<file path="config.mk">
export PLATFORM = sky130hd
export DESIGN_NAME = ecsm_top
export DESIGN_NICKNAME = d
export VERILOG_FILES = /design/src/rtl/ecsm_pkg.sv /design/src/rtl/gf2m_sqr.sv /design/src/rtl/gf2m_mul_serial.sv /design/src/rtl/gf2m_div_fermat.sv /design/src/rtl/ec_unified_pt.sv /design/src/rtl/ecsm_top.sv
export SDC_FILE = /design/constraint.sdc
export NUM_CORES = 1
export LEC_CHECK = 0
export BUFFER_PORTS_ARGS = -buffer_cell sky130_fd_sc_hd__buf_2
export CAP_MARGIN = 40
export CORE_MARGIN = 2
export CORE_UTILIZATION = 40
export DETAILED_ROUTE_END_ITERATION = 12
export HOLD_SLACK_MARGIN = 0.12
export PLACE_DENSITY_LB_ADDON = 0.08
export REMOVE_ABC_BUFFERS = 1
export SYNTH_ARGS = -nofsm -noshare
export SYNTH_HDL_FRONTEND = slang
export SYNTH_HIERARCHICAL = 1
export SYNTH_SLANG_ARGS = --single-unit
</file>
<file path="constraint.sdc">
create_clock -name clk -period 5 [get_ports clk]
set_input_delay 0.25 -clock clk [delete_from_list [all_inputs] [get_ports clk]]
set_output_delay 0.25 -clock clk [all_outputs]
set_load 0.005 [all_outputs]
</file>
<file path="src/rtl/ecsm_pkg.sv">
package ecsm_pkg;
   typedef enum logic [2:0] {
      ST_IDLE,
      ST_LOAD,
      ST_DBL,
      ST_ADD,
      ST_NEXT,
      ST_DONE
   } sm_state_t;
endpackage

</file>
<file path="src/rtl/gf2m_sqr.sv">
module gf2m_sqr #(
   parameter int          M    = 7,
   parameter logic [M-1:0] POLY = 7'h03
) (
   input  logic [M-1:0] a,
   output logic [M-1:0] y
);
   localparam int W = 2*M - 1;

   logic [W-1:0] spread;

   // squaring in a binary field interleaves zeros between the bits
   generate
      for (genvar i = 0; i < M; i++) begin : g_spread
         assign spread[2*i] = a[i];
         if (i < M-1) begin : g_gap
            assign spread[2*i+1] = 1'b0;
         end
      end
   endgenerate

   always_comb begin
      logic [W-1:0] r;
      r = spread;
      for (int j = W-1; j >= M; j--) begin
         if (r[j]) begin
            r[j] = 1'b0;
            r[j-M +: M] = r[j-M +: M] ^ POLY;
         end
      end
      y = r[M-1:0];
   end
endmodule

</file>
<file path="src/rtl/gf2m_mul_serial.sv">
module gf2m_mul_serial #(
   parameter int          M    = 7,
   parameter logic [M-1:0] POLY = 7'h03
) (
   input  logic         clk,
   input  logic         rst_n,
   input  logic         go,
   input  logic [M-1:0] a,
   input  logic [M-1:0] b,
   output logic [M-1:0] p,
   output logic         rdy
);
   localparam int CW = $clog2(M+1);

   logic [M-1:0]  acc, areg, breg;
   logic [CW-1:0] cnt;
   logic          busy;

   function automatic logic [M-1:0] xtime(input logic [M-1:0] v);
      return {v[M-2:0], 1'b0} ^ (v[M-1] ? POLY : '0);
   endfunction

   // most significant multiplier bit first, one bit per cycle
   always_ff @(posedge clk or negedge rst_n) begin
      if (!rst_n) begin
         acc  <= '0;
         areg <= '0;
         breg <= '0;
         cnt  <= '0;
         busy <= 1'b0;
         rdy  <= 1'b0;
      end else begin
         rdy <= 1'b0;
         if (go) begin
            acc  <= b[M-1] ? a : '0;
            areg <= a;
            breg <= {b[M-2:0], 1'b0};
            cnt  <= CW'(M-1);
            busy <= 1'b1;
         end else if (busy) begin
            acc  <= xtime(acc) ^ (breg[M-1] ? areg : '0);
            breg <= {breg[M-2:0], 1'b0};
            cnt  <= cnt - CW'(1);
            if (cnt == CW'(1)) begin
               busy <= 1'b0;
               rdy  <= 1'b1;
            end
         end
      end
   end

   assign p = acc;
endmodule

</file>
<file path="src/rtl/gf2m_div_fermat.sv">
module gf2m_div_fermat #(
   parameter int          M    = 7,
   parameter logic [M-1:0] POLY = 7'h03
) (
   input  logic         clk,
   input  logic         rst_n,
   input  logic         go,
   input  logic [M-1:0] num,
   input  logic [M-1:0] den,
   output logic [M-1:0] q,
   output logic         rdy
);
   localparam int CW = $clog2(M+1);

   logic [M-1:0]  acc, pw;
   logic [CW-1:0] cnt;
   logic          busy;
   logic [M-1:0]  den2, den4;

   function automatic logic [M-1:0] fmul(input logic [M-1:0] x, input logic [M-1:0] z);
      logic [M-1:0] r;
      r = '0;
      for (int i = M-1; i >= 0; i--) begin
         r = {r[M-2:0], 1'b0} ^ (r[M-1] ? POLY : '0);
         if (z[i]) r = r ^ x;
      end
      return r;
   endfunction

   assign den2 = fmul(den, den);
   assign den4 = fmul(den2, den2);

   // num * den^(2^M-2): product of den^(2^i), i = 1..M-1, one factor per cycle
   always_ff @(posedge clk or negedge rst_n) begin
      if (!rst_n) begin
         acc  <= '0;
         pw   <= '0;
         cnt  <= '0;
         busy <= 1'b0;
         rdy  <= 1'b0;
      end else begin
         rdy <= 1'b0;
         if (go) begin
            acc  <= fmul(num, den2);
            pw   <= den4;
            cnt  <= CW'(M-2);
            busy <= 1'b1;
         end else if (busy) begin
            acc <= fmul(acc, pw);
            pw  <= fmul(pw, pw);
            cnt <= cnt - CW'(1);
            if (cnt == CW'(1)) begin
               busy <= 1'b0;
               rdy  <= 1'b1;
            end
         end
      end
   end

   assign q = acc;
endmodule

</file>
<file path="src/rtl/ec_unified_pt.sv">
module ec_unified_pt #(
   parameter int          M    = 7,
   parameter logic [M-1:0] POLY = 7'h03
) (
   input  logic         clk,
   input  logic         rst_n,
   input  logic         go,
   input  logic         add_i,
   input  logic [M-1:0] xp,
   input  logic [M-1:0] yp,
   input  logic [M-1:0] xq,
   input  logic [M-1:0] yq,
   input  logic [M-1:0] a,
   output logic [M-1:0] xr,
   output logic [M-1:0] yr,
   output logic         done
);
   logic [M-1:0] num, den, quo, lam, lam_sq, xnew, xhold, prod;
   logic         div_rdy, mul_rdy;

   // operand masking by the select bit gives one data path for both operations
   assign num = (add_i ? yq : '0) ^ yp;
   assign den = (add_i ? xq : '0) ^ xp;

   gf2m_div_fermat #(.M(M), .POLY(POLY)) u_div (
      .clk(clk), .rst_n(rst_n), .go(go), .num(num), .den(den),
      .q(quo), .rdy(div_rdy)
   );

   assign lam = quo ^ (add_i ? '0 : xp);

   gf2m_sqr #(.M(M), .POLY(POLY)) u_sqr (.a(lam), .y(lam_sq));

   assign xnew = lam_sq ^ lam ^ (add_i ? (xp ^ xq) : '0) ^ a;

   gf2m_mul_serial #(.M(M), .POLY(POLY)) u_mul (
      .clk(clk), .rst_n(rst_n), .go(div_rdy), .a(lam), .b(xp ^ xnew),
      .p(prod), .rdy(mul_rdy)
   );

   always_ff @(posedge clk or negedge rst_n) begin
      if (!rst_n) begin
         xhold <= '0;
         xr    <= '0;
         yr    <= '0;
         done  <= 1'b0;
      end else begin
         done <= 1'b0;
         if (div_rdy) xhold <= xnew;
         if (mul_rdy) begin
            xr   <= xhold;
            yr   <= prod ^ xhold ^ yp;
            done <= 1'b1;
         end
      end
   end
endmodule

</file>
<file path="src/rtl/ecsm_top.sv">
module ecsm_top
   import ecsm_pkg::*;
#(
   parameter int          M    = 7,
   parameter int          K    = 8,
   parameter logic [M-1:0] POLY = 7'h03
) (
   input  logic         clk,
   input  logic         rst_n,
   input  logic         start_i,
   input  logic [K-1:0] scalar_i,
   input  logic [M-1:0] px_i,
   input  logic [M-1:0] py_i,
   input  logic [M-1:0] coef_a_i,
   output logic [M-1:0] rx_o,
   output logic [M-1:0] ry_o,
   output logic         done_o
);
   localparam int IW = (K > 2) ? $clog2(K) : 1;

   generate
      if (M < 3) begin : g_bad_m
         $error("ecsm_top: M must be at least 3");
      end
      if (K < 2) begin : g_bad_k
         $error("ecsm_top: K must be at least 2");
      end
   endgenerate

   sm_state_t    st;
   logic [K-1:0] key;
   logic [IW-1:0] idx;
   logic [M-1:0] bx, by, ca, accx, accy, dmx, dmy;
   logic         pend;
   logic         pa_go, pa_add, pa_done, cur_bit, busy, in_add;
   logic [M-1:0] pa_xq, pa_yq, pa_xr, pa_yr;

   assign in_add  = (st == ST_ADD);
   assign busy    = (st != ST_IDLE);
   assign cur_bit = key[idx];
   assign pa_go   = ((st == ST_DBL) || (st == ST_ADD)) && !pend;
   assign pa_add  = in_add;
   assign pa_xq   = pa_add ? bx : accx;
   assign pa_yq   = pa_add ? by : accy;

   ec_unified_pt #(.M(M), .POLY(POLY)) u_pt (
      .clk(clk), .rst_n(rst_n), .go(pa_go), .add_i(pa_add),
      .xp(accx), .yp(accy), .xq(pa_xq), .yq(pa_yq), .a(ca),
      .xr(pa_xr), .yr(pa_yr), .done(pa_done)
   );

   always_ff @(posedge clk or negedge rst_n) begin
      if (!rst_n) begin
         st   <= ST_IDLE;
         key  <= '0;
         idx  <= '0;
         bx   <= '0;
         by   <= '0;
         ca   <= '0;
         accx <= '0;
         accy <= '0;
         dmx  <= '0;
         dmy  <= '0;
         rx_o <= '0;
         ry_o <= '0;
         pend <= 1'b0;
      end else begin
         if (pa_go) pend <= 1'b1;
         unique case (st)
            ST_IDLE: if (start_i) begin
               key <= scalar_i | (K'(1) << (K-1));
               bx  <= px_i;
               by  <= py_i;
               ca  <= coef_a_i;
               st  <= ST_LOAD;
            end
            ST_LOAD: begin
               accx <= bx;
               accy <= by;
               idx  <= IW'(K-2);
               st   <= ST_DBL;
            end
            ST_DBL: if (pa_done) begin
               accx <= pa_xr;
               accy <= pa_yr;
               pend <= 1'b0;
               st   <= ST_ADD;
            end
            ST_ADD: if (pa_done) begin
               if (cur_bit) begin
                  accx <= pa_xr;
                  accy <= pa_yr;
               end else begin
                  dmx <= pa_xr;
                  dmy <= pa_yr;
               end
               pend <= 1'b0;
               st   <= ST_NEXT;
            end
            ST_NEXT: if (idx == '0) begin
               rx_o <= accx;
               ry_o <= accy;
               st   <= ST_DONE;
            end else begin
               idx <= idx - IW'(1);
               st  <= ST_DBL;
            end
            ST_DONE: st <= ST_IDLE;
            default: st <= ST_IDLE;
         endcase
      end
   end

   assign done_o = (st == ST_DONE);
endmodule

</file>
==> reports/metrics.csv <==
stage,metric,value,unit
sta,final period utilization,0.841,
sta,Slew Limit Fails,0,
setup_path,CP dominant cell by count,xnor2_1,
global_routing,vias in the first global route,6043,
cts,clk root buf,clkbuf_16,
placement,half-perimeter wire length after placement,13400,um
cts,H-Tree Depth,4,
setup_path,CP max stage cell,dfrtp_1,
sta,Final TNS setup,0,ns
power_and_ir_drop,Worst VDD drop,376,uV
setup_path,Setup Crit Path Kind,reg -> reg,
cts,clk_lat worst skew,0.42,ns
power_and_ir_drop,power consumption,8.15,mW
outcome,outcome,completed,
setup_path,reg-to-reg startpoint,st[2]$_DFFE_PN0P_,
setup_path,Worst path max stage delay,0.52,ns
logic_synthesis,post-synthesis sequential area ratio,0.376,
final_layout,final core occ,0.474,
worst_hold_path,Hold Crit Class,in -> reg,
worst_hold_path,Hold Path Depth,3,
cts,Num CTS Buffers,17,
setup_path,"delay-heaviest family, CP",XOR/XNOR gates,
routing,vias,5865,
setup_path,WP data arrival,4.53,ns
cts,"Reg clk slew, reported paths",0.06,ns
routing,Pre-antenna DRT Iters,6,
setup_path,R2R cell count,14,
routing,DRT iter0 DRCs,206,
worst_hold_path,worst hold start,start_i,
cts,maximum clock insertion buffer count,2,
sta,Final min period,4.20,ns
logic_synthesis,Syn Std Cell Area,8640,um2
final_layout,share of layout cells above drive strength 1,0.245,
logic_synthesis,Unique masters post-synth,50,
global_routing,GRT overflow,0,
routing,Routed Antenna Nets,0,
sta,Peak Freq,238,MHz
sta,clock skew,0.0104,ns
sta,endpoints failing setup,0,
logic_synthesis,synth warn,6,
setup_path,Buf/Inv on CP,2,
global_routing,largest net degree at the start of global routing,85,
global_routing,first-pass GRT wire length,32000,um
final_layout,most frequent cells in the layout,"169 x nand2_1, 130 x dfrtp_1, 116 x xnor2_1",
placement,RePlAce Congestion,0.774,
final_layout,"commonest non-fill, non-tap cell in the layout",nand2_1,
global_routing,Tot GR Track Use,0.181,
worst_hold_path,hold endpoint,st[0]$_DFFE_PN0P_,
logic_synthesis,"Primary FF master, synth",dfrtp_1,
die,Starting Density,0.410,
routing,drt drc,0,
die,# rows,53,
sta,Min Hold Slack,0.175,ns
logic_synthesis,ys async rst share,1.00,
cts,setup bufs post-CTS,0,
sta,worst slew margin relative to its limit,0.435,
die,Chip Width,151,um
logic_synthesis,Post-synth EDFFs,0,
cts,clock sinks,130,
setup_path,cell breakdown of the critical path,and2b_4 -> nand2_4 -> inv_1 -> buf_4 -> nand2_1 -> xnor2_1 -> ha_1 -> xnor2_1 -> mux2_4 -> nand2_1 -> xnor2_1 -> xnor2_1 -> xnor3_1 -> a22oi_1,
logic_synthesis,Cells after Synth,835,
setup_path,worst flop-to-flop path endpoint,u_pt/u_div/q[1]$_DFFE_PN0P_,
die,area of the core,21100,um2
die,DIE AREA,22800,um2
die,IO Pins,47,
setup_path,WP data required,5.33,ns
logic_synthesis,share of the synthesized area in the top cell type,0.376,
setup_path,r2r setup slk,0.80,ns
cts,CTS tree,built,
cts,Resize count post-CTS,0,
job,Max-Cap Viols,0,
die,die height,151,um
setup_path,Setup crit end kind,flop,
sta,RSZ-0062 raised after global routing,false,
power_and_ir_drop,pwr/cell area,815,nW/um2
final_layout,# diodes,0,
sta,final hold violation count,0,
routing,vias per cell,4.98,
logic_synthesis,Syn Area/Cell,10.3,um2
routing,Detailed Route WL,19100,um
placement,Buffers on Ports,45,
routing,WL per Instance,16.2,um
logic_synthesis,Yosys top cell by area,dfrtp_1,
power_and_ir_drop,leak pwr,4.53,nW
final_layout,Area Growth Syn to Fin,15.8,%
setup_path,Worst Path Max Fanout,16,
logic_synthesis,Yosys reg bits,130,
final_layout,Nets,933,
logic_synthesis,leading post-synthesis cells by cell area,"dfrtp_1 38%, xnor2_1 12%, mux2_2 11%, nand2_1 7.3%, xor2_1 4.5%",
global_routing,initial antenna violation count,0,
sta,Worst-Margin Slew,0.848,ns
setup_path,Worst Setup Start Kind,flop,
## state kept, by name, indices dropped and copies added, names as in the netlist, 6 cells and up, named ones only
register and flops:
accx 7, accy 7, bx 7, by 7, ca 7, key 8, rx_o 7, ry_o 7
u_pt/u_div/pw 7, u_pt/u_div/q 7, u_pt/u_mul/areg 7, u_pt/u_mul/breg 6, u_pt/u_mul/p 7, u_pt/xhold 7, u_pt/xr 7, u_pt/yr 7
## kinds of logic after synthesis
| logic type | count (synthesis) | share of synthesized area |
|---|---|---|
| flops | 130 | 0.376 |
| buf+inv | 73 | 0.0463 |
| compound gates | 79 | 0.0566 |
| mux | 123 | 0.166 |
| simple gates | 240 | 0.126 |
| xor+xnor | 181 | 0.216 |
| fa+ha+maj | 9 | 0.0130 |
## Yosys cell counts (3+ instances only)
cell        n
nor3b_1     7
mux2_2     88
nor2b_1     4
a211oi_1    5
buf_6      11
xor2_1     44
nor2_1     17
xnor2_2     3
o21ai_0    18
inv_1      12
xnor2_1   116
a31oi_1     8
buf_4       9
a22oi_1     4
and3_1      3
ha_1        9
nand3_1     4
mux2_4     18
buf_2       8
nand2b_1   15
buf_1       5
clkbuf_1   28
o21ai_1    12
a21oi_1    16
mux2i_1    17
nand2_1   169
xnor3_1    10
xor3_1      7
dfrtp_1   130
or2b_1      7
a21o_1      5
## per-layer routing
layer  GRT usage  routed length (um)
met1       0.251                9470
met2       0.291                9050
met3      0.0295                 380
met4      0.0593                 228
met5           0                   0
## power breakdown
group,total (mW),switching [mW],internal [mW]
combinational,5.02,2.20,2.81
clock,1.31,0.461,0.848
sequential,1.83,0.472,1.35
## worst min-delay path: stages
cell     delay [ns]
buf_2          0.09
a22oi_1        0.07
o21ai_0        0.14
## layout make-up
cell class	count	area (um2)
fill	1976	11100
clock buffer	23	498
multi-input combinational	632	5000
clock inverter	7	124
tap	275	344
timing repair buffer	99	744
inverter	12	45.0
sequential	130	3250
## repair_timing
action	4_1_cts	5_1_grt
endpoints found under the setup margin	0	0
hold buffers	29	0
hold endpoints to repair	111	0
## how the worst max path moves through the flow
stage	from	cells after the start	endpoint
after floorplan	st[2]$_DFFE_PN0P_	16	u_pt/u_div/q[1]$_DFFE_PN0P_
after global placement	st[2]$_DFFE_PN0P_	14	u_pt/u_div/q[1]$_DFFE_PN0P_
after detailed placement	st[2]$_DFFE_PN0P_	14	u_pt/u_div/q[1]$_DFFE_PN0P_
after CTS	st[2]$_DFFE_PN0P_	14	u_pt/u_div/q[1]$_DFFE_PN0P_
after global routing	st[2]$_DFFE_PN0P_	14	u_pt/u_div/q[1]$_DFFE_PN0P_
final	st[2]$_DFFE_PN0P_	14	u_pt/u_div/q[1]$_DFFE_PN0P_
## per-stage QoR
step	cell area, um2	std cells	setup slack, ns
floorplan	8290	774	0.477
global placement	9040	1116	0.886
detailed placement	9090	1119	0.806
CTS	10000	1178	0.769
global route	10000	1178	0.469
finish	10000	1178	0.797
Note: power is estimated with default switching activity, not from simulation.
